**config.mk**
```make
export PLATFORM = sky130hd
export DESIGN_NAME = keyed_write_guard
export DESIGN_NICKNAME = d
export VERILOG_FILES = /design/src/rtl/wguard_pkg.sv /design/src/rtl/wguard_decode.sv /design/src/rtl/wguard_keyfsm.sv /design/src/rtl/wguard_lock.sv /design/src/rtl/keyed_write_guard.sv
export SDC_FILE = /design/constraint.sdc
export NUM_CORES = 1
export LEC_CHECK = 0
export ABC_AREA = 1
export ABC_CLOCK_PERIOD_IN_PS = 1100
export BUFFER_PORTS_ARGS = -buffer_cell sky130_fd_sc_hd__buf_2
export CAP_MARGIN = 20
export CELL_PAD_IN_SITES_DETAIL_PLACEMENT = 0
export CELL_PAD_IN_SITES_GLOBAL_PLACEMENT = 1
export CORE_MARGIN = 2
export CORE_UTILIZATION = 19
export DETAILED_ROUTE_END_ITERATION = 8
export PLACE_DENSITY = 0.82
export SYNTH_ARGS = -nofsm -noshare
export SYNTH_HDL_FRONTEND = slang
export SYNTH_SLANG_ARGS = --single-unit
```
**constraint.sdc**
```tcl
create_clock -name clk -period 1.1 [get_ports clk]
set_clock_uncertainty 0.05 [all_clocks]
set_input_delay 0 -clock clk [delete_from_list [all_inputs] [get_ports clk]]
set_output_delay 0 -clock clk [all_outputs]
set_load 0.05 [all_outputs]
```
**src/rtl/wguard_pkg.sv**
```systemverilog
package wguard_pkg;
  typedef enum logic [1:0] {
    KS_LOCKED = 2'd0,
    KS_HALF   = 2'd1,
    KS_OPEN   = 2'd2
  } kphase_e;
endpackage

```
**src/rtl/wguard_decode.sv**
```systemverilog
module wguard_decode #(
  parameter int ADDR_W    = 8,
  parameter int STRIDE_LG = 4,
  parameter int NUM_REGS  = 8
) (
  input  logic                clk,
  input  logic                rst,
  input  logic                wr_en,
  input  logic [ADDR_W-1:0]   wr_addr,
  output logic [NUM_REGS-1:0] hit
);
  localparam int IDX_W = ADDR_W - STRIDE_LG;

  logic aligned;
  assign aligned = (wr_addr[STRIDE_LG-1:0] == '0);

  for (genvar i = 0; i < NUM_REGS; i++) begin : g_slot
    assign hit[i] = wr_en && aligned && (wr_addr[ADDR_W-1:STRIDE_LG] == IDX_W'(i));
  end

  AST_HIT_ONEHOT: assert property (@(posedge clk) disable iff (rst)
    $onehot0(hit));
endmodule

```
**src/rtl/wguard_keyfsm.sv**
```systemverilog
module wguard_keyfsm
  import wguard_pkg::*;
#(
  parameter logic [7:0] KEY_FIRST  = 8'hA5,
  parameter logic [7:0] KEY_SECOND = 8'hF1
) (
  input  logic    clk,
  input  logic    rst,
  input  logic    key_wr,
  input  logic [7:0] key_data,
  input  logic    guarded_wr,
  output kphase_e phase
);
  kphase_e nxt;

  always_comb begin
    nxt = phase;
    unique case (phase)
      KS_LOCKED: if (key_wr && key_data == KEY_FIRST) nxt = KS_HALF;
      KS_HALF:   if (key_wr) nxt = (key_data == KEY_SECOND) ? KS_OPEN : KS_LOCKED;
      KS_OPEN:   if (key_wr || guarded_wr) nxt = KS_LOCKED;
      default:   nxt = KS_LOCKED;
    endcase
  end

  always_ff @(posedge clk) begin
    if (rst) phase <= KS_LOCKED;
    else     phase <= nxt;
  end

  AST_PHASE_LEGAL: assert property (@(posedge clk) disable iff (rst)
    phase != kphase_e'(2'd3));
  AST_HALF_RESOLVES: assert property (@(posedge clk) disable iff (rst)
    (phase == KS_HALF && key_wr) |=> (phase != KS_HALF));
  AST_OPEN_CLOSES: assert property (@(posedge clk) disable iff (rst)
    (phase == KS_OPEN && (key_wr || guarded_wr)) |=> (phase == KS_LOCKED));
  AST_NO_SKIP: assert property (@(posedge clk) disable iff (rst)
    (phase == KS_LOCKED) |=> (phase != KS_OPEN));
endmodule

```
**src/rtl/wguard_lock.sv**
```systemverilog
module wguard_lock (
  input  logic clk,
  input  logic rst,
  input  logic set_req,
  output logic lock_q
);
  always_ff @(posedge clk) begin
    if (rst)          lock_q <= 1'b0;
    else if (set_req) lock_q <= 1'b1;
  end

  AST_LOCK_STICKY: assert property (@(posedge clk) disable iff (rst)
    lock_q |=> lock_q);
endmodule

```
**src/rtl/keyed_write_guard.sv**
```systemverilog
module keyed_write_guard
  import wguard_pkg::*;
#(
  parameter int ADDR_W     = 8,
  parameter int DATA_W     = 32,
  parameter int STRIDE_LG  = 4,
  parameter int NUM_REGS   = 8,
  parameter int KEY_IDX    = 3,
  parameter int CTRL_IDX   = 1,
  parameter int XBAR_IDX   = 2,
  parameter int SKIP_FIRST = 4,
  parameter int LOCK_BIT   = 31,
  parameter logic [NUM_REGS-1:0] GUARD_MASK = 8'hF6,
  parameter logic [7:0] KEY_FIRST  = 8'hA5,
  parameter logic [7:0] KEY_SECOND = 8'hF1
) (
  input  logic                clk,
  input  logic                rst,
  input  logic                wr_en,
  input  logic [ADDR_W-1:0]   wr_addr,
  input  logic [DATA_W-1:0]   wr_data,
  output logic [NUM_REGS-1:0] wr_permit,
  output logic [7:0]          key_state,
  output logic                lock_state
);
  localparam logic [NUM_REGS-1:0] KEY_ONEHOT = NUM_REGS'(1) << KEY_IDX;
  localparam logic [NUM_REGS-1:0] GUARD_EFF  = GUARD_MASK & ~KEY_ONEHOT;
  localparam logic [NUM_REGS-1:0] OPEN_EFF   = ~GUARD_MASK & ~KEY_ONEHOT;

  function automatic logic [NUM_REGS-1:0] frozen_set();
    logic [NUM_REGS-1:0] m;
    for (int i = 0; i < NUM_REGS; i++)
      m[i] = (i == CTRL_IDX) || (i == XBAR_IDX) || (i >= SKIP_FIRST);
    return m & ~KEY_ONEHOT;
  endfunction
  localparam logic [NUM_REGS-1:0] FROZEN_MASK = frozen_set();

  logic [NUM_REGS-1:0] hit;
  logic [NUM_REGS-1:0] grant;
  logic [NUM_REGS-1:0] guard_hit;
  kphase_e             phase;
  logic                lock_q;
  logic                is_open;

  wguard_decode #(
    .ADDR_W(ADDR_W), .STRIDE_LG(STRIDE_LG), .NUM_REGS(NUM_REGS)
  ) u_decode (
    .clk(clk), .rst(rst), .wr_en(wr_en), .wr_addr(wr_addr), .hit(hit)
  );

  assign guard_hit = hit & GUARD_EFF;
  assign is_open   = (phase == KS_OPEN);

  always_comb begin
    grant = hit & OPEN_EFF;
    if (is_open)
      grant = grant | (guard_hit & ~(lock_q ? FROZEN_MASK : '0));
  end

  wguard_keyfsm #(
    .KEY_FIRST(KEY_FIRST), .KEY_SECOND(KEY_SECOND)
  ) u_fsm (
    .clk(clk), .rst(rst),
    .key_wr(hit[KEY_IDX]), .key_data(wr_data[7:0]),
    .guarded_wr(|guard_hit), .phase(phase)
  );

  wguard_lock u_lock (
    .clk(clk), .rst(rst),
    .set_req(grant[CTRL_IDX] && wr_data[LOCK_BIT]),
    .lock_q(lock_q)
  );

  always_ff @(posedge clk) begin
    if (rst) wr_permit <= '0;
    else     wr_permit <= grant;
  end

  assign key_state  = {6'd0, phase};
  assign lock_state = lock_q;

  AST_PERMIT_ONEHOT: assert property (@(posedge clk) disable iff (rst)
    $onehot0(wr_permit));
  AST_PERMIT_RELOCKS: assert property (@(posedge clk) disable iff (rst)
    (|(wr_permit & GUARD_EFF)) |-> (key_state == 8'd0));
  AST_CLOSED_DROPS: assert property (@(posedge clk) disable iff (rst)
    (!is_open && (|guard_hit)) |=> ((wr_permit & GUARD_EFF) == '0));
  AST_FROZEN_HELD: assert property (@(posedge clk) disable iff (rst)
    (lock_q && (|(hit & FROZEN_MASK))) |=> ((wr_permit & FROZEN_MASK) == '0));
  AST_KEY_NO_PERMIT: assert property (@(posedge clk) disable iff (rst)
    !wr_permit[KEY_IDX]);
endmodule

```
; ---- Word level (Yosys, flattened, before mapping)
; Cells that the tools add are included.
[word_totals]
reg_bits = 11
in_bits = 43
out_inout_bits = 17
wordCells = 47
[op_classes]
eq_ne = 14
mux = 7
n_bitwise = 4
n_reduce_logical = 18
[ops]
columns = op, count
row1 = "== test 4 x 3 -> 1 bit, second input constant", 4
row2 = "== test 8 bit, second input constant", 2
row3 = logical AND 1 bit, 11
row4 = 2-to-1 mux 2 bit, 5
row5 = bitwise AND 8 bit, 1
row6 = "== test 4 x 2 -> 1 bit, second input constant", 2
row7 = zero test 4 bit, 2
row8 = 2-to-1 mux 8 bit, 1
row9 = inverter 8 bit, 1
row10 = OR 1 x 8 -> 8 bit, 1
row11 = "!= test 2 x 1 -> 1 bit, second input constant", 3
row12 = one-hot mux 2 bit (3 select lines), 1
row13 = OR reduction 6 bit, 1
row14 = "== test 4 x 1 -> 1 bit, second input constant", 1
row15 = AND reduction 3 bit, 1
row16 = "== test 2 x 1 -> 1 bit, second input constant", 1
row17 = "== test 2 bit, second input constant", 1
row18 = zero test 2 bit, 1
row19 = OR reduction 2 bit, 1
row20 = logical OR 1 bit, 1
row21 = inverter 1 bit, 1

; ---- Longest topological paths before layout
; Gate-level depths: netlist (run 1).
[logic_depth]
word_depth = 7
depth_mapped = 9
depth_no_buf = 9

; ---- Hierarchy
; Synthesis (run 1) repeated with hierarchy kept, for this count alone.
[hier_totals]
cells_unflattened = 103
hier_area_um2 = 629.4
[by_module_without_submodules]
columns = module, n_inst, cells_per_inst, area_each_um2, seq_area_each_um2
row1 = keyed_write_guard, 1, 40, 306.5, 140.1
row2 = wguard_keyfsm, 1, 32, 170.2, 40.0
row3 = wguard_decode, 1, 28, 125.1, 0.0
row4 = wguard_lock, 1, 3, 27.5, 20.0

; ---- Worst setup path after synthesis (run 1)
; OpenSTA, ideal clock, no wires.
[synth_path]
path_kind = flip-flop to flip-flop
from = register u_fsm.phase[1]
to = register wr_permit[4]
setup_time_ns = 0.073
t_arrival_ns = 1.343
required_ns = 0.977
path_slack_ns = -0.365
path_stages_with_launch = 6
path_buffers = 0
synth_period_minus_slack_ns = 1.465
cell_sequence = dfxtp_1 > inv_2 > nor2_4 > nand3_2 > or2_1 > nor3_2
[synth_between]
elab_chain_cells = 3
[synth_lines]
columns = element, line_no
row1 = start: declaration, wguard_keyfsm.sv:12  ; output kphase_e phase
row2 = start signal: assignment, wguard_keyfsm.sv:28  ; else phase <= nxt;
row3 = == test 2 bit, keyed_write_guard.sv:52  ; assign is_open = (phase == KS_OPEN);
row4 = inverter 1 bit (no line), -
row5 = OR reduction 2 bit (no line), -
row6 = end signal: assignment, keyed_write_guard.sv:76  ; else wr_permit <= grant;
row7 = end: declaration, keyed_write_guard.sv:22  ; output logic [NUM_REGS-1:0] wr_permit,
; Every way passes these cells.
; A chain may end at the register's enable or synchronous reset.

; ---- Worst setup path in the final report (run 1)
; Ends and elaborated chain as after synthesis.

==> results of run 1 <==
-- where the power goes --
| group | leakage [nW] | switching, mW | total, mW | internal, mW |
|---|---|---|---|---|
| logic | 0.336 | 0.103 | 0.153 | 0.0500 |
| clock network | 0.0150 | 0.114 | 0.253 | 0.139 |
| registers | 0.0826 | 0.00000692 | 0.357 | 0.357 |
-- Yosys cell counts --
| cell | number |
|---|---|
| nor2_1 | 16 |
| nand2_1 | 14 |
| inv_1 | 13 |
| dfxtp_1 | 10 |
| buf_4 | 7 |
| nand3_1 | 6 |
| nor2_2 | 5 |
| inv_2 | 2 |
| nand3_2 | 2 |
| nand4_1 | 2 |
| nor2_4 | 2 |
| nor3_2 | 2 |
| nor4_1 | 2 |
| a21oi_1 | 1 |
| conb_1 | 1 |
| nand2_2 | 1 |
| nand3b_1 | 1 |
| o21ai_2 | 1 |
| or2_1 | 1 |
-- sequential cells by signal, indices dropped and copies added (netlist names) --
signal and cells:
wr_permit 7, u_lock.lock_q 1, u_fsm.phase 2
-- layout make-up --
| cell class | count | area share |
|---|---|---|
| Timing Repair Buffer | 35 | 0.231 |
| Multi-Input combinational cell | 63 | 0.377 |
| Tap cell | 44 | 0.0619 |
| Sequential cell | 10 | 0.235 |
| Inverter | 15 | 0.0661 |
| Clock buffer | 4 | 0.0295 |
-- worst register-to-register path: cells and delay by family (launching register included) --
| kind | cells | cell delay (ns) |
|---|---|---|
| buffers and inverters | 1 | 0.04 |
| AND/OR/NAND/NOR | 4 | 0.58 |
| flip-flops | 1 | 0.37 |
-- final timing paths --
| check | start | slack (ns) | end |
|---|---|---|---|
| setup reg to reg | u_fsm.phase[1] | -0.03 | wr_permit[4] |
| setup / recovery | u_fsm.phase[1] | -0.03 | wr_permit[4] |
| hold reg to reg | u_lock.lock_q | 0.46 | u_lock.lock_q |
| hold / removal | wr_addr[5] | 0.03 | wr_permit[5] |
-- through the flow --
stage / setup slack, ns / hold WS [ns] / cell area, um2 / total power, mW
2_1_floorplan: -0.0270 / 0.00936 / 644 / 0.469
3_3_place_gp: 0.0164 / 0.160 / 792 / 0.498
3_5_place_dp: 0.00278 / 0.163 / 792 / 0.498
4_1_cts: 0.000139 / 0.00651 / 885 / 0.769
5_1_grt: -0.0927 / 0.0493 / 890 / 0.801
6_report: -0.0296 / 0.0259 / 890 / 0.763
-- metal layers --
metal / vias up / wire length (um) / GRT usage / part of all wire
li1: 337 / - / - / -
met1: 259 / 636 / 0.110 / 0.45
met2: 16 / 690 / 0.134 / 0.49
met3: 2 / 61 / 0.00640 / 0.044
met4: 0 / 10 / 0.0559 / 0.0071
met5: - / 0 / 0 / 0
-- logic make-up (layout without fill, tap and decap cells) --
kind of cell           Yosys count  after routing  synth area share
AOI/OAI and AO/OA                2              2            0.0226
DFF                             10             10             0.329
buffers and inverters           22             54             0.179
other                            1              7           0.00617
and+or+nand+nor                 54             54             0.463
-- repair_timing --
action	4_1_cts	5_1_grt
pin swaps	0	2
hold buffers	6	0
setup buffers	0	0
resized for setup	1	2
hold endpoints to repair	5	0
endpoints found under the setup margin	1	7
==> results.yml, run 1 <==
final_layout:
  multi_input_area_um2: 335
  post-route-util: 0.291
  syn_to_final_growth_pct: 46.3
  fill_cells: 357
  layout_common_cells: "buf_2, nor2_1, nand2_1"
  regArea_um2: 209
  diodes: 0
  nNetsFinal: 171
  layout.cells.non_filler: 171
  final_common_cell: "buf_2"
  layout-drive-gt1-share: 0.425
cts:
  root_buffer: "clkbuf_4"
  clockBufferDepth: 2
  clk_pin_slew_ns: 0.07
  htree_num_levels: 1
  numCtsBuffers: 3
  clkLatencyLatePin_ns: 0.26
  cts_tree: "built"
  clock-sinks: 10
power:
  peakVddDrop_v: 0.000243
  powerDensity_nw_per_um2: 857
  p_leak_nw: 0.433
timing:
  hold_viol_final: 0
  final.period_utilization: 1.03
  tns_ns: -0.0296
  timing.fmax_mhz: 885
  grt_setup_unrepaired: "true"
  setup-violations-final: 1
  fin_crit_ns: 1.13
  final.setup.worst_slack_ns: -0.0296
  maxSlewViolCount: 0
synth:
  synth_cells: 89
  synthTopCellsByArea: "dfxtp_1, nor2_1, buf_4"
  yosys.area.top_type: "dfxtp_1"
  ys_seq_area_frac: 0.329
  yosysTopAreaCellShare: 0.329
  netlist_area_um2: 608
  ys_warn_count: 0
  syn_area_per_cell_um2: 6.83
  synthDistinctLibCells: 19
  synth_seq_cells: 10
placement:
  numPortBuffers: 29
  place_inst: 161
  gp_congestion: 0.775
  dp_hpwl_mm: 1.06
routing:
  via_count: 614
  drc_errors: 0
  routed_wl_mm: 1.40
  firstDrtPassIters: 4
  drt_iter0_drc: 8
  detail_route.wl_per_cell_um: 8.18
  vias_per_cell: 3.59
  ant_nets: 0
min_path:
  whs_path_depth: 4
  hold_path_class: "input port to flop"
grt:
  grt_start_max_net_pins: 7
  grt-ovfl-total: 0
  grt_pass1_vias: 541
  grt_pass1_wl_mm: 2.27
  antenna_found_initial: 0
  grt_usage: 0.0844
die:
  core-area_um2: 3050
  die-area_um2: 3670
  die_w_um: 60.6
  fp-row-count: 20
  start_util: 0.199
  die_y_um: 60.6
  io_pins: 60
setup_path:
  rr_worst_depth: 5
  crit_type: "flop to flop"
  crit_family: "simple AND/OR/NAND/NOR gates"
  crit_chain: "inv_4 -> nor2_4 -> nand3_2 -> or2_4 -> nor3_2"
  slowest_stage: "dfxtp_4"
  cp.depth: 5
  crit_buf_inv: 1
  cp.required_ns: 1.23
  worst_setup_path_end_kind: "flop"
  arrival_ns: 1.26
  cpPeakStageDelay_ns: 0.37
  cp_max_fo: 4
  start_kind: "flop"
status:
  violations: "negative setup slack"
  status: "complete, but fails checks"
job:
  max_cap_viol_count: 0
No activity file was read; power rests on OpenSTA's default activity.
==> inputs of run 2 (changes only) <==
CORE_UTILIZATION = 20   (was 19)
CTS_BUF_LIST = sky130_fd_sc_hd__clkbuf_2   (was unset)
PLACE_DENSITY = 0.85   (was 0.82)
==> results.yml, run 2 (synthesis results as in run 1) <==
min_path:
  hold_end: "wr_permit[4]"
  hold_path_class: "input port to flop"
  whs_path_depth: 2
  hold_path.startpoint: "wr_addr[5]"
final_layout:
  diodes: 0
  post-route-util: 0.281
  reg_top3: "wr_permit x7, u_fsm.phase x2, u_lock.lock_q x1"
  stdcell_area_um2: 836
  largest_reg_flops: 7
  regArea_um2: 209
  multi_input_area_um2: 324
  final_common_cell: "buf_2"
  syn_to_final_growth_pct: 37.4
  layout-drive-gt1-share: 0.424
  top_register: "wr_permit"
  fill_cells: 345
  nNetsFinal: 169
  layout_common_cells: "buf_2, nor2_1, nand2_1"
status:
  status: "complete, but fails checks"
  violations: "negative hold slack, negative setup slack"
die:
  die-area_um2: 3500
  core-area_um2: 2980
  fp-row-count: 20
  die_y_um: 59.1
  io_pins: 60
  die_w_um: 59.1
  start_util: 0.204
grt:
  grt_pass1_wl_mm: 1.93
  grt_start_max_net_pins: 7
  grt_usage: 0.0728
  grt-ovfl-total: 0
  antenna_found_initial: 0
  grt_pass1_vias: 487
power:
  peakVddDrop_v: 0.000167
  p_leak_nw: 0.429
  intPower_mw: 0.496
  powerDensity_nw_per_um2: 840
  p_switching_mw: 0.206
  finalPower_mw: 0.702
  switching_share: 0.294
  p_clk_frac: 0.292
  pwr-share-seq: 0.508
  p_comb_frac: 0.201
setup_path:
  start_kind: "flop"
  cpPeakStageDelay_ns: 0.38
  reg2reg_to: "wr_permit[4]"
  arrival_ns: 1.22
  regToRegSetupSlack_ns: -0.009
  worst_setup_path_end_kind: "flop"
  r2r-start: "u_fsm.phase[1]"
  rr_worst_depth: 5
  cp.required_ns: 1.21
  crit_family: "simple AND/OR/NAND/NOR gates"
  crit_type: "flop to flop"
  slowest_stage: "dfxtp_4"
  crit_buf_inv: 1
  crit_chain: "inv_4 -> nor2_4 -> nand3_2 -> or2_4 -> nor3_2"
  cp_max_fo: 4
timing:
  maxSlewViolCount: 0
  final.setup.worst_slack_ns: -0.00850
  setup-violations-final: 2
  hold_viol_final: 2
  timing.fmax_mhz: 902
  tns_ns: -0.0130
  grt_setup_unrepaired: "true"
  fin_crit_ns: 1.11
  hold-worst-slack_ns: -0.0597
  final.period_utilization: 1.01
routing:
  via_count: 597
  drc_errors: 0
  ant_nets: 0
  vias_per_cell: 3.78
  firstDrtPassIters: 4
  detail_route.wl_per_cell_um: 7.66
  routed_wl_mm: 1.21
  drt_iter0_drc: 10
placement:
  numPortBuffers: 29
  dp_hpwl_mm: 1.03
  gp_congestion: 0.743
  placed_area_um2: 778
cts:
  clock-sinks: 10
  clkLatencyLatePin_ns: 0.24
  numCtsBuffers: 3
  hold_buffers: 3
  clk_pin_slew_ns: 0.10
  clockBufferDepth: 2
  htree_num_levels: 1
  cts_tree: "built"
  root_buffer: "clkbuf_2"
job:
  max_cap_viol_count: 0
## run 2: changes by cell type in the layout (fill, tap and decap cells not counted), sizes merged
cell         before  now
buf              29   30
dlygate4sd3       6    3
## run 2: power groups by stage
stage | logic, mW | clock network, mW | registers, mW
2_1_floorplan | 0.104 | 0 | 0.365
3_3_place_gp | 0.132 | 0 | 0.365
3_5_place_dp | 0.133 | 0 | 0.365
4_1_cts | 0.142 | 0.212 | 0.357
5_1_grt | 0.153 | 0.220 | 0.357
6_report | 0.141 | 0.205 | 0.357
## run 2: worst max-delay path by stage
stage | from | end | slack [ns] | depth (start not counted)
finish | u_fsm.phase[1] | wr_permit[4] | -0.009 | 5
global route | u_fsm.phase[1] | wr_permit[4] | -0.08 | 5
CTS | u_fsm.phase[1] | wr_permit[4] | -0.03 | 5
detailed placement | u_fsm.phase[1] | wr_permit[4] | 0.01 | 5
global placement | u_fsm.phase[1] | u_fsm.phase[0] | 0.01 | 8
floorplan | u_fsm.phase[1] | wr_permit[4] | -0.03 | 5
## run 2: area by class of cell
cell class | count | share of cell area
Clock buffer | 4 | 0.0240
Inverter | 15 | 0.0704
Multi-Input combinational cell | 63 | 0.388
Sequential cell | 10 | 0.250
Tap cell | 33 | 0.0494
Timing Repair Buffer | 33 | 0.219
## run 2: routing by layer
| layer | up-vias | GRT usage | part of all wire |
|---|---|---|---|
| li1 | 330 | - | - |
| met1 | 241 | 0.0969 | 0.47 |
| met2 | 24 | 0.110 | 0.45 |
| met3 | 2 | 0.00873 | 0.069 |
| met4 | 0 | 0.0487 | 0.0074 |
| met5 | - | 0 | 0 |
## run 2: metrics by stage
step	cells	setup WS (ns)
detailed placement	150	0.0108
CTS	158	-0.0318
floorplan	95	-0.0270
global route	158	-0.0821
finish	158	-0.00850
global placement	150	0.0149
## run 2: repair_timing
action / in CTS / in global routing
pin swaps: 2 / 1
buffers inserted: 1 / 0
setup endpoints to repair: 4 / 6
gates resized for setup: 0 / 0
endpoints found under the hold margin: 4 / 2
==> inputs of run 3 (changes only) <==
CORE_ASPECT_RATIO = 0.7   (was unset)
PLACE_DENSITY = unset   (was 0.85)
PLACE_DENSITY_LB_ADDON = 0.1   (was unset)
==> results.yml, run 3 (synthesis results as in run 1) <==
final_layout:
  largest_reg_flops: 7
  syn_to_final_growth_pct: 40.7
  nNetsFinal: 170
  multi_input_area_um2: 330
  diodes: 0
  reg_top3: "wr_permit x7, u_fsm.phase x2, u_lock.lock_q x1"
  top_register: "wr_permit"
  layout_common_cells: "buf_2, nor2_1, nand2_1"
  final_common_cell: "buf_2"
  regArea_um2: 209
  fill_cells: 339
  layout-drive-gt1-share: 0.429
status:
  violations: "negative hold slack, negative setup slack"
  status: "complete, but fails checks"
routing:
  routed_wl_mm: 1.39
  via_count: 609
  firstDrtPassIters: 4
  vias_per_cell: 3.76
  detail_route.wl_per_cell_um: 8.59
  ant_nets: 0
  drc_errors: 0
  drt_iter0_drc: 15
timing:
  grt_setup_unrepaired: "true"
  final.period_utilization: 1.02
  setup-violations-final: 5
  final.setup.worst_slack_ns: -0.0268
  timing.fmax_mhz: 887
  maxSlewViolCount: 0
  fin_crit_ns: 1.13
  hold-worst-slack_ns: -0.0749
  hold_viol_final: 2
die:
  start_util: 0.214
  die_w_um: 69.9
  core-area_um2: 2840
  fp-row-count: 16
  die_y_um: 50.1
  die-area_um2: 3500
  io_pins: 60
job:
  max_cap_viol_count: 0
power:
  p_leak_nw: 0.433
  finalPower_mw: 0.726
  pwr-share-seq: 0.491
  switching_share: 0.314
  powerDensity_nw_per_um2: 849
  peakVddDrop_v: 0.000239
  intPower_mw: 0.499
  p_switching_mw: 0.228
  p_comb_frac: 0.201
  p_clk_frac: 0.308
placement:
  gp_congestion: 0.782
  pre_cts_ws_ns: -0.0180
  dp_hpwl_mm: 1.16
  numPortBuffers: 29
cts:
  clkLatencyLatePin_ns: 0.25
  htree_num_levels: 1
  clk_pin_slew_ns: 0.11
  root_buffer: "clkbuf_2"
  hold_buffers: 4
  clockBufferDepth: 2
  numCtsBuffers: 3
  clock-sinks: 10
  cts_tree: "built"
setup_path:
  cp_max_fo: 4
  start_kind: "flop"
  worst_setup_path_end_kind: "flop"
  cp.required_ns: 1.23
  crit_type: "flop to flop"
  arrival_ns: 1.26
grt:
  grt_start_max_net_pins: 7
  grt_usage: 0.0836
  grt-ovfl-total: 0
  antenna_found_initial: 0
  grt_pass1_vias: 520
  grt_pass1_wl_mm: 2.26
min_path:
  hold_path_class: "input port to flop"
## run 3: changes by cell type in the layout (fill, tap and decap cells not counted), sizes merged
cell,previous run,this run
dlygate4sd3,3,4
## run 3: area by class of cell
cell class | count | area share
clock buffers | 4 | 0.0234
multi-input cells | 63 | 0.386
repair buffers | 34 | 0.225
well taps | 36 | 0.0526
flip-flops and latches | 10 | 0.244
inverters | 15 | 0.0687
## run 3: timing repair
item,4_1_cts,5_1_grt
gates resized for setup,1,0
setup buffers,0,0
endpoints found under the hold margin,5,2
endpoints found under the setup margin,7,7
pin swaps,5,2
## run 3: critical path: stages (launching register included)
cell and delay (ns):
dfxtp_4 0.39, inv_4 0.04, nor2_4 0.10, nand3_2 0.11, or2_4 0.27, nor3_2 0.09
## run 3: worst paths after layout
kind / startpoint / cells past startpoint / slack, ns / end
setup / recovery: u_fsm.phase[1] / 5 / -0.03 / wr_permit[4]
hold reg to reg: u_lock.lock_q / 2 / 0.47 / u_lock.lock_q
setup reg to reg: u_fsm.phase[1] / 5 / -0.03 / wr_permit[4]
hold / removal: wr_addr[5] / 2 / -0.07 / wr_permit[4]
## run 3: per-layer routing
layer,track usage,wire (um),vias to the layer above,share of wire
met2,0.108,542,24,0.39
met4,0.0481,0,0,0
li1,-,-,334,-
met3,0.0221,110,0,0.079
met5,0,0,-,0
met1,0.122,738,251,0.53
## run 3: power by group through the flow
stage               clock network [mW]  logic, mW  registers (mW)
floorplan                            0      0.104           0.365
global placement                     0      0.133           0.365
detailed placement                   0      0.133           0.365
CTS                              0.232      0.146           0.357
global route                     0.257      0.159           0.357
finish                           0.224      0.146           0.357
## run 3: metrics by stage
stage,setup TNS [ns],utilization,area [um2],hold slack (ns),instances
2_1_floorplan,-0.0431,-,644,0.00936,95
3_3_place_gp,-0.0270,0.278,790,0.158,154
3_5_place_dp,-0.0260,0.278,790,0.161,154
4_1_cts,-0.230,0.301,856,-0.0875,162
5_1_grt,-0.720,0.301,856,-0.0896,162
6_report,-0.0607,0.301,856,-0.0749,162
